## src/rtl/watch_pkg.sv

```systemverilog
// Shared constants and the seven-segment code function for the watch core.
// Assumes active-high segments packed g..a in bits 6..0.
package watch_pkg;

    localparam int N_DIGITS      = 4;
    localparam int SEL_W         = $clog2(N_DIGITS);
    localparam logic [3:0] CODE_DARK = 4'hF;

    // Map one BCD code to its segment pattern; codes above 9 stay dark.
    function automatic logic [6:0] seg_of(input logic [3:0] code);
        logic [6:0] pat;
        case (code)
            4'd0:    pat = 7'h3F;
            4'd1:    pat = 7'h06;
            4'd2:    pat = 7'h5B;
            4'd3:    pat = 7'h4F;
            4'd4:    pat = 7'h66;
            4'd5:    pat = 7'h6D;
            4'd6:    pat = 7'h7D;
            4'd7:    pat = 7'h07;
            4'd8:    pat = 7'h7F;
            4'd9:    pat = 7'h6F;
            default: pat = 7'h00;
        endcase
        return pat;
    endfunction

endpackage

```

## src/rtl/watch_divider.sv

```systemverilog
// Binary divider chain for the watch core.
// Produces a one-clock seconds pulse (full chain, or the shortened chain
// while fast_set is held) and a one-clock scan pulse from the low bits.
// Assumes 1 <= SCAN_BITS <= DIV_STAGES and FAST_SKIP < DIV_STAGES.
module watch_divider #(
    parameter int DIV_STAGES = 15,
    parameter int FAST_SKIP  = 8,
    parameter int SCAN_BITS  = 5
) (
    input  logic clk,
    input  logic rst_n,
    input  logic fast_set,
    output logic sec_tick,
    output logic scan_tick
);
    localparam int FAST_BITS = DIV_STAGES - FAST_SKIP;

    logic [DIV_STAGES-1:0] div_q;

    // Free-running count; each bit is one divide-by-two stage.
    always_ff @(posedge clk) begin
        if (!rst_n) div_q <= '0;
        else        div_q <= div_q + 1'b1;
    end

    // Seconds pulse taps the whole chain, or skips the top stages in fast set.
    always_comb begin
        if (fast_set) sec_tick = &div_q[FAST_BITS-1:0];
        else          sec_tick = &div_q;
    end

    // Scan pulse taps the low stages.
    assign scan_tick = &div_q[SCAN_BITS-1:0];

    // Two seconds pulses never come on consecutive clocks in either mode.
    p_tick_gap_r2: assert property (@(posedge clk) disable iff (!rst_n)
        sec_tick |=> !sec_tick);

    // A normal-mode pulse marks the chain wrapping back to zero.
    p_norm_wrap_r2: assert property (@(posedge clk) disable iff (!rst_n)
        (sec_tick && !fast_set) |=> (div_q == '0));

    // A fast-mode pulse leaves the low stages at zero on the next clock.
    p_fast_low_r5: assert property (@(posedge clk) disable iff (!rst_n)
        (sec_tick && fast_set) |=> (div_q[FAST_BITS-1:0] == '0));

endmodule

```

## src/rtl/watch_bcd_stage.sv

```systemverilog
// One decimal counter stage, counting 0..MOD-1 on each enable.
// carry is high in the enabled clock that wraps the stage back to zero.
// Assumes 2 <= MOD <= 10.
module watch_bcd_stage #(
    parameter int MOD = 10
) (
    input  logic       clk,
    input  logic       rst_n,
    input  logic       en,
    output logic [3:0] digit,
    output logic       carry
);
    localparam logic [3:0] LAST = 4'(MOD - 1);

    // Count on enable and wrap at the stage limit.
    always_ff @(posedge clk) begin
        if (!rst_n)          digit <= '0;
        else if (en) begin
            if (digit == LAST) digit <= '0;
            else               digit <= digit + 4'd1;
        end
    end

    // Carry out on the wrapping step.
    assign carry = en && (digit == LAST);

    // Stage never leaves its range.
    p_digit_range_r3: assert property (@(posedge clk) disable iff (!rst_n)
        digit <= LAST);

    // Enabled at the last value, the stage returns to zero.
    p_wrap_zero_r3: assert property (@(posedge clk) disable iff (!rst_n)
        (en && digit == LAST) |=> (digit == 4'd0));

endmodule

```

## src/rtl/watch_hour_stage.sv

```systemverilog
// Twelve-hour counter kept as a tens bit and a units digit.
// Sequence on each enable: 12, 1, 2, ..., 9, 10, 11, 12.
module watch_hour_stage (
    input  logic       clk,
    input  logic       rst_n,
    input  logic       en,
    output logic [3:0] hr_units,
    output logic [3:0] hr_tens
);
    logic tens_q;

    // Step the hour, folding 12 back to 1 and 9 over to 10.
    always_ff @(posedge clk) begin
        if (!rst_n) begin
            tens_q   <= 1'b1;
            hr_units <= 4'd2;
        end else if (en) begin
            if (tens_q && hr_units == 4'd2) begin
                tens_q   <= 1'b0;
                hr_units <= 4'd1;
            end else if (hr_units == 4'd9) begin
                tens_q   <= 1'b1;
                hr_units <= 4'd0;
            end else begin
                hr_units <= hr_units + 4'd1;
            end
        end
    end

    assign hr_tens = {3'b000, tens_q};

    // Hour stays inside 1..12.
    p_hour_legal_r4: assert property (@(posedge clk) disable iff (!rst_n)
        tens_q ? (hr_units <= 4'd2) : (hr_units >= 4'd1 && hr_units <= 4'd9));

    // Twelve is followed by one.
    p_hour_wrap_r4: assert property (@(posedge clk) disable iff (!rst_n)
        (en && tens_q && hr_units == 4'd2) |=> (!tens_q && hr_units == 4'd1));

endmodule

```

## src/rtl/watch_display.sv

```systemverilog
// Digit scanner with one shared seven-segment decoder.
// A pointer walks the four slots on each scan pulse. The selected BCD value
// goes through the single decoder. Everything is dark unless show_req is high.
// A zero hours-tens digit is shown as a dark slot.
module watch_display
    import watch_pkg::*;
(
    input  logic                clk,
    input  logic                rst_n,
    input  logic                scan_tick,
    input  logic                show_req,
    input  logic [3:0]          min_units,
    input  logic [3:0]          min_tens,
    input  logic [3:0]          hr_units,
    input  logic [3:0]          hr_tens,
    output logic [6:0]          seg_out,
    output logic [N_DIGITS-1:0] dig_en
);
    logic [SEL_W-1:0] dsel_q;
    logic [3:0]       pick;
    logic             dark_slot;
    logic [3:0]       code;

    // Advance the digit pointer on every scan pulse.
    always_ff @(posedge clk) begin
        if (!rst_n)         dsel_q <= '0;
        else if (scan_tick) dsel_q <= dsel_q + 1'b1;
    end

    // Steer the selected counter value toward the decoder.
    always_comb begin
        case (dsel_q)
            2'd0:    pick = min_units;
            2'd1:    pick = min_tens;
            2'd2:    pick = hr_units;
            default: pick = hr_tens;
        endcase
    end

    // Suppress a leading zero in the hours.
    assign dark_slot = (dsel_q == 2'd3) && (hr_tens == 4'd0);
    assign code      = dark_slot ? CODE_DARK : pick;

    // Shared decoder and drive gating for power.
    always_comb begin
        seg_out = show_req ? seg_of(code) : 7'h00;
        dig_en  = (show_req && !dark_slot) ? (N_DIGITS'(1) << dsel_q) : '0;
    end

    // No drive while the display is not requested.
    p_dark_idle_r8: assert property (@(posedge clk) disable iff (!rst_n)
        !show_req |-> (seg_out == 7'h00 && dig_en == '0));

    // Never more than one digit driven.
    p_one_digit_r10: assert property (@(posedge clk) disable iff (!rst_n)
        $onehot0(dig_en));

    // Leading zero of the hours stays dark.
    p_lead_dark_r9: assert property (@(posedge clk) disable iff (!rst_n)
        (dsel_q == 2'd3 && hr_tens == 4'd0) |-> (seg_out == 7'h00 && dig_en == '0));

    // Pointer only moves on a scan pulse.
    p_scan_hold_r6: assert property (@(posedge clk) disable iff (!rst_n)
        !scan_tick |=> $stable(dsel_q));

endmodule

```

## src/rtl/watch_core.sv

```systemverilog
// Watch timekeeping core: divider, seconds/minutes counters, twelve-hour
// counter and a scanned four-digit display with one decoder.
// Assumes clk is the crystal clock and rst_n is synchronous.
module watch_core
    import watch_pkg::*;
#(
    parameter int DIV_STAGES = 15,
    parameter int FAST_SKIP  = 8,
    parameter int SCAN_BITS  = 5
) (
    input  logic       clk,
    input  logic       rst_n,
    input  logic       fast_set,
    input  logic       show_req,
    output logic [6:0] seg_out,
    output logic [3:0] dig_en
);
    localparam int N_STAGES = 4;   // sec units, sec tens, min units, min tens

    logic                          sec_tick;
    logic                          scan_tick;
    logic [N_STAGES:0]             stage_en;
    logic [N_STAGES-1:0][3:0]      cnt_digit;
    logic [3:0]                    hr_units;
    logic [3:0]                    hr_tens;

    watch_divider #(
        .DIV_STAGES(DIV_STAGES),
        .FAST_SKIP (FAST_SKIP),
        .SCAN_BITS (SCAN_BITS)
    ) u_div (
        .clk      (clk),
        .rst_n    (rst_n),
        .fast_set (fast_set),
        .sec_tick (sec_tick),
        .scan_tick(scan_tick)
    );

    assign stage_en[0] = sec_tick;

    // Units stages wrap at ten, tens stages at six.
    for (genvar i = 0; i < N_STAGES; i++) begin : g_stage
        watch_bcd_stage #(
            .MOD(((i % 2) == 0) ? 10 : 6)
        ) u_stage (
            .clk  (clk),
            .rst_n(rst_n),
            .en   (stage_en[i]),
            .digit(cnt_digit[i]),
            .carry(stage_en[i+1])
        );
    end

    watch_hour_stage u_hours (
        .clk     (clk),
        .rst_n   (rst_n),
        .en      (stage_en[N_STAGES]),
        .hr_units(hr_units),
        .hr_tens (hr_tens)
    );

    watch_display u_disp (
        .clk      (clk),
        .rst_n    (rst_n),
        .scan_tick(scan_tick),
        .show_req (show_req),
        .min_units(cnt_digit[2]),
        .min_tens (cnt_digit[3]),
        .hr_units (hr_units),
        .hr_tens  (hr_tens),
        .seg_out  (seg_out),
        .dig_en   (dig_en)
    );

    // Minutes only move while the seconds read 00.
    p_min_on_zero_r3: assert property (@(posedge clk) disable iff (!rst_n)
        !$stable(cnt_digit[2]) |-> (cnt_digit[0] == 4'd0 && cnt_digit[1] == 4'd0));

endmodule

```

## config.mk

```make
export PLATFORM = sky130hd
export DESIGN_NAME = watch_core
export DESIGN_NICKNAME = d
export VERILOG_FILES = /design/src/rtl/watch_pkg.sv /design/src/rtl/watch_divider.sv /design/src/rtl/watch_bcd_stage.sv /design/src/rtl/watch_hour_stage.sv /design/src/rtl/watch_display.sv /design/src/rtl/watch_core.sv
export SDC_FILE = /design/constraint.sdc
export NUM_CORES = 1
export LEC_CHECK = 0
export BUFFER_PORTS_ARGS = -buffer_cell sky130_fd_sc_hd__buf_2
export CAP_MARGIN = 20
export CORE_AREA = 2 2 82 124
export CTS_CLUSTER_DIAMETER = 80
export DETAILED_ROUTE_END_ITERATION = 16
export DIE_AREA = 0 0 84 126
export MAX_ROUTING_LAYER = met4
export PLACE_DENSITY_LB_ADDON = 0.1
export SLEW_MARGIN = 10
export SYNTH_ARGS = -nofsm -noshare
export SYNTH_HDL_FRONTEND = slang
export SYNTH_HIERARCHICAL = 1
export SYNTH_SLANG_ARGS = --single-unit
```

## constraint.sdc

```tcl
create_clock -name clk -period 5 [get_ports clk]
set_clock_uncertainty 0.05 [all_clocks]
set_input_delay 0.25 -clock clk [delete_from_list [all_inputs] [get_ports clk]]
set_output_delay 0.25 -clock clk [all_outputs]
set_load 0.005 [all_outputs]
```

==> qor.yml, run 1 <==
pre_cts_slack_ns: 0.513
ys_seq_area_frac: 0.327
fp.dieH_microns: 126
cts_resized: 0
setup_viol: 0
clkPwrFrac: 0.564
nNetsFinal: 294
path_clk_slew_ns: 0.06
drt-met1-wl_microns: 2200
start_util: 0.245
ys.flop_type: "dfxtp_1"
nFillCells: 1025
worst_slack_ns: 0.708
startpoint_type: "flop"
post_cts_buffers: 0
std_cell_rows: 44
grt_pass1_wl_microns: 8670
hp-start: "rst_n"
synth_area_per_cell_sq_um: 8.93
htreeDepth: 2
finalMaxSlewViolations: 0
tightest_slew_ns: 0.611
cp-end-kind: "flop"
worstSetupPathType: "flop to flop"
die_w_microns: 84
cts.sinks: 38
finalHoldViolCount: 0
routed_wl_microns: 5000
wire_per_inst_microns: 12.6
outcome: "complete, no violations"
grt_usage: 0.105
swShare: 0.186
grt_max_degree: 38
synth_edf_count: 0
drive_gt1_frac: 0.185
port_buffers: 14
antenna_found_initial: 0
clk_latency_ns: 0.28
area_growth_pct: 17.0
period_share: 0.858
top_level_ports: 15
die-area_sq_um: 10600
cp_data_arrival_time_ns: 4.38
power.internal_mw: 0.613
routed.top_layer: "met4"
synthMostInstantiatedCell: "dfxtp_1"
cts_buffers: 5
min_path_type: "input port to flop"
r2r_start: "u_div/div_q[7]$_SDFF_PN0_"
clockBufferDepth: 2
cts_tree: "built"
core_area_sq_um: 9520
synthTopCellsByArea: "dfxtp_1, ha_1, mux2i_1, and2_1, nand2_1"
multi_input_area_sq_um: 1460
synth_top_area_share: 0.327
synth-seq-cells: 38
seq_area_sq_um: 761
grt_pass1_vias: 1837
routed-wl-met2_microns: 2550
vias_per_cell: 4.69
min_period_ns: 4.29
worst-path-max-fanout: 7
ff2ff_path_depth: 17
synth_area_sq_um: 2330
yosys_warnings: 6
reg2reg_slack_ns: 0.71
async_flop_share: 0
power.density_nw_per_um2: 276
power_frac_seq: 0.408
rsz0062_at_grt: "false"
p_sw_mw: 0.140
hold_slack_ns: 0.391
holdPathStages: 2
diodes: 0
postCtsHoldBufs: 0
drc: 0
post_synth_num_cell_types: 57
dpl_cell_area_sq_um: 2520
synth_cells: 261
setup_total_negative_slack_ns: 0
drt_pass1_iterations: 4
fmax_mhz: 233
combPwrFrac: 0.028
via_count: 1858
cap_viol_max_count: 0
overflow: 0
leakagePower_nw: 1.04
synthTopCellsByCount: "dfxtp_1, nand2_1, inv_1"
worstReg2RegEnd: "u_hours/tens_q$_SDFFE_PN1P_"
drtIter0Drc: 94
final_area_sq_um: 2730
dp_hpwl_microns: 3620
max_slew_margin: 0.593
cts_root_buffer: "clkbuf_16"
synth_area_leader_cell: "dfxtp_1"
ir_worst_vdd_v: 0.000216
dr_wl_met3_microns: 162
required_ns: 5.09
gp_congestion: 0.725
holdPathEnd: "u_hours/tens_q$_SDFFE_PN1P_"
ant_nets: 0
==> area by class of cell <==
cell class,count,area share
Multi-Input combinational cell,199,0.535
Sequential cell,38,0.279
Tap cell,115,0.0528
Clock buffer,6,0.0509
Timing Repair Buffer,17,0.0340
Inverter,19,0.0262
Clock inverter,2,0.0220
==> metrics by stage <==
stage / power [mW] / cells / utilization
3_5_place_dp: 0.335 / 388 / 0.265
5_1_grt: 0.782 / 396 / 0.286
3_3_place_gp: 0.336 / 388 / 0.265
4_1_cts: 0.768 / 396 / 0.286
6_report: 0.753 / 396 / 0.286
2_1_floorplan: 0.327 / 263 / -
==> kinds of logic after synthesis <==
family                   synth area share
adder cells (fa/ha/maj)            0.0537
AO/OA/AOI/OAI                       0.185
flip-flops                          0.327
other                             0.00161
multiplexers                       0.0521
XOR/XNOR                           0.0526
AND/OR/NAND/NOR                     0.275
buffers and inverters              0.0532
==> power groups by stage <==
stage	Combinational, mW	Sequential, mW	Clock (mW)
after floorplan	0.0141	0.313	0
after global placement	0.0216	0.314	0
after detailed placement	0.0216	0.314	0
after CTS	0.0217	0.307	0.439
after global routing	0.0242	0.307	0.451
final	0.0212	0.307	0.425
==> how the worst max path moves through the flow <==
stage | slack [ns] | end | startpoint | depth (start not counted)
after global routing | 0.27 | u_hours/tens_q$_SDFFE_PN1P_ | u_div/div_q[7]$_SDFF_PN0_ | 17
after CTS | 0.49 | u_hours/tens_q$_SDFFE_PN1P_ | u_div/div_q[7]$_SDFF_PN0_ | 17
after detailed placement | 0.51 | u_hours/hr_units[1]$_SDFFE_PN1P_ | u_div/div_q[7]$_SDFF_PN0_ | 17
after floorplan | 0.05 | u_hours/hr_units[2]$_SDFFE_PN0P_ | u_div/div_q[7]$_SDFF_PN0_ | 14
final | 0.71 | u_hours/tens_q$_SDFFE_PN1P_ | u_div/div_q[7]$_SDFF_PN0_ | 17
after global placement | 0.63 | u_hours/hr_units[1]$_SDFFE_PN1P_ | u_div/div_q[7]$_SDFF_PN0_ | 17
==> critical path, cell delays in order (launching register included) <==
cell	delay, ns
dfxtp_1	0.39
nand4_1	0.23
or4_1	0.55
a21oi_1	0.36
nand2_2	0.13
nor4b_1	0.30
buf_4	0.20
nand2_2	0.07
nor4b_2	0.41
nand2_2	0.13
nor4b_1	0.27
buf_4	0.19
nand2_2	0.06
nor4b_1	0.26
buf_4	0.20
nand4bb_1	0.09
o21ai_0	0.17
nand3_1	0.09
==> placed cells by master (no fill, tap or decap), types with 4 or more instances in the layout <==
master and n:
a21o_1 5, nand2b_1 5, o21ai_0 6, nand2_1 21, a211o_1 5, buf_2 14, dfxtp_1 38, and2_1 16
a21boi_2 4, nor2b_1 4, nand4_1 4, xnor2_1 7, ha_1 10, xor2_1 7, inv_1 17, or4_1 4
a21oi_1 14, clkbuf_16 5, mux2i_1 11, nor4_1 5, nand2_2 4, nand3_1 11, nor2_1 5
==> registers in the layout (all words and copies together) (netlist names) <==
| register | count |
|---|---|
| u_hours/hr_units | 4 |
| g_stage.u_stage/digit | 16 |
| u_div/div_q | 15 |
| u_hours/tens_q | 1 |
| u_disp/dsel_q | 2 |
==> per-layer routing <==
metal	up-vias	global-route usage
met1	863	0.110
met5	-	-
met4	0	0.0436
li1	965	-
met2	24	0.186
met3	6	0.0256
No activity file was read; power rests on OpenSTA's default activity.
==> inputs of run 2 (changes only) <==
Settings changed: RECOVER_POWER set to 100.
==> qor.yml, run 2 (synthesis results as in run 1) <==
worst_slack_ns: 0.605  # was 0.708 ns
rsz0062_at_grt: "false"  # unchanged
std_cell_rows: 44  # unchanged
worstSetupPathType: "flop to flop"  # unchanged
drt_pass1_iterations: 4  # unchanged
largest_register_ffs: 16  # unchanged
period_share: 0.879  # was 0.858
grt_usage: 0.105  # unchanged
worst-path-max-fanout: 7  # unchanged
pre_cts_slack_ns: 0.513  # unchanged
routed_wl_microns: 5000  # about the same
power.density_nw_per_um2: 278  # was 276 nW/um^2
regMostFlops: "g_stage.u_stage/digit"  # unchanged
area_growth_pct: 16.2  # was 17.0%
outcome: "complete, no violations"  # unchanged
core_area_sq_um: 9520  # unchanged
dpl_cell_area_sq_um: 2520  # unchanged
fmax_mhz: 228  # was 233 MHz
grt_max_degree: 38  # unchanged
die_w_microns: 84  # unchanged
cts_root_buffer: "clkbuf_16"  # unchanged
layout_commonest_cell: "dfxtp_1"  # unchanged
finalHoldViolCount: 0  # unchanged
cap_viol_max_count: 0  # unchanged
cp_common_cell: "nand2_2"  # unchanged
nFillCells: 1028  # was 1025
fp.dieH_microns: 126  # unchanged
power_mw: 0.753  # about the same
overflow: 0  # unchanged
clk_latency_ns: 0.28  # about the same
crit_chain: "nand4_1 -> or4_1 -> a21oi_1 -> nand2_2 -> nor4b_1 -> clkbuf_1 -> nand2_2 -> nor4b_2 -> nand2_2 -> nor4b_1 -> buf_4 -> nand2_2 -> nor4b_1 -> buf_4 -> nand4bb_1 -> o21ai_0 -> nand3_1"  # was nand4_1 -> or4_1 -> a21oi_1 -> nand2_2 -> nor4b_1 -> buf_4 -> nand2_2 -> nor4b_2 -> nand2_2 -> nor4b_1 -> buf_4 -> nand2_2 -> nor4b_1 -> buf_4 -> nand4bb_1 -> o21ai_0 -> nand3_1
drc: 0  # unchanged
setup_total_negative_slack_ns: 0  # unchanged
max_slew_margin: 0.0263  # was 0.593
startpoint_type: "flop"  # unchanged
antenna_found_initial: 0  # unchanged
layout_common_cells: "dfxtp_1, nand2_1, inv_1"  # unchanged
required_ns: 5.05  # was 5.09 ns
top_level_ports: 15  # unchanged
port_buffers: 14  # unchanged
path_clk_slew_ns: 0.06  # about the same
ant_nets: 0  # unchanged
crit_buf_inv: 3  # unchanged
finalMaxSlewViolations: 0  # unchanged
gp_congestion: 0.725  # unchanged
grt_pass1_wl_microns: 8670  # unchanged
crit_path_top_delay_cell: "or4_1"  # unchanged
htreeDepth: 2  # unchanged
setup_viol: 0  # unchanged
via_count: 1858  # unchanged
drtIter0Drc: 68  # was 94
min_path_type: "flop to flop"  # was input port to flop
crit_family: "simple AND/OR/NAND/NOR gates"  # unchanged
cts_tree: "built"  # unchanged
clockBufferDepth: 2  # unchanged
ir_worst_vdd_v: 0.000218  # was 0.000216 V
dp.cells: 388  # unchanged
min_period_ns: 4.39  # was 4.29 ns
start_util: 0.245  # unchanged
nNetsFinal: 294  # unchanged
dp_hpwl_microns: 3620  # unchanged
drive_gt1_frac: 0.149  # was 0.185
top_regs: "g_stage.u_stage/digit: 16 flops, u_div/div_q: 15 flops, u_hours/hr_units: 4 flops"  # unchanged
cp-end-kind: "flop"  # unchanged
cts_buffers: 5  # unchanged
grt_pass1_vias: 1837  # unchanged
cp_data_arrival_time_ns: 4.45  # was 4.38 ns
hold_slack_ns: 0.421  # was 0.391 ns
final_area_sq_um: 2710  # was 2730 sq um
critical_path.max_stage_delay_ns: 0.55  # about the same
post-route-util: 0.284  # was 0.286
fin_cells: 396  # unchanged
wire_per_inst_microns: 12.6  # about the same
vias_per_cell: 4.69  # unchanged
cts.sinks: 38  # unchanged
tightest_slew_ns: 1.46  # was 0.611 ns
leakagePower_nw: 0.999  # was 1.04 nW
diodes: 0  # unchanged
die-area_sq_um: 10600  # unchanged
run 2: layout make-up:
class,count,area [sq um],area share
clock buffers,6,139,0.0513
clock inverters,2,60.1,0.0222
inverters,19,71.3,0.0263
multi-input cells,199,1450,0.536
flip-flops and latches,38,761,0.281
well taps,115,144,0.0531
repair buffers,17,81.3,0.0300
run 2: layer usage:
layer	part of all wire	GRT usage	routed length [microns]
met4	0.011	0.0436	57
met1	0.44	0.110	2220
met2	0.51	0.186	2570
met3	0.030	0.0256	152
met5	0	-	0
run 2: path summary, 6_finish.rpt:
kind                                   from                     endpoint  slack, ns  cells after the start
hold reg to reg   u_div/div_q[0]$_SDFF_PN0_    u_div/div_q[0]$_SDFF_PN0_       0.42                      1
setup / recovery  u_div/div_q[7]$_SDFF_PN0_  u_hours/tens_q$_SDFFE_PN1P_       0.61                     17
setup reg to reg  u_div/div_q[7]$_SDFF_PN0_  u_hours/tens_q$_SDFFE_PN1P_       0.61                     17
hold / removal    u_div/div_q[0]$_SDFF_PN0_    u_div/div_q[0]$_SDFF_PN0_       0.42                      1
run 2: report_power, final:
group / internal [mW] / leakage [nW] / switching (mW) / total, mW
logic: 0.00866 / 0.596 / 0.0123 / 0.0210
registers: 0.305 / 0.307 / 0.00224 / 0.307
clock network: 0.299 / 0.0971 / 0.125 / 0.425
total: 0.613 / 0.999 / 0.140 / 0.753
run 2: repair_timing:
action	4_1_cts	5_1_grt
resized for setup	0	1
setup buffers	0	0
hold buffers	0	0
endpoints found under the setup margin	0	3
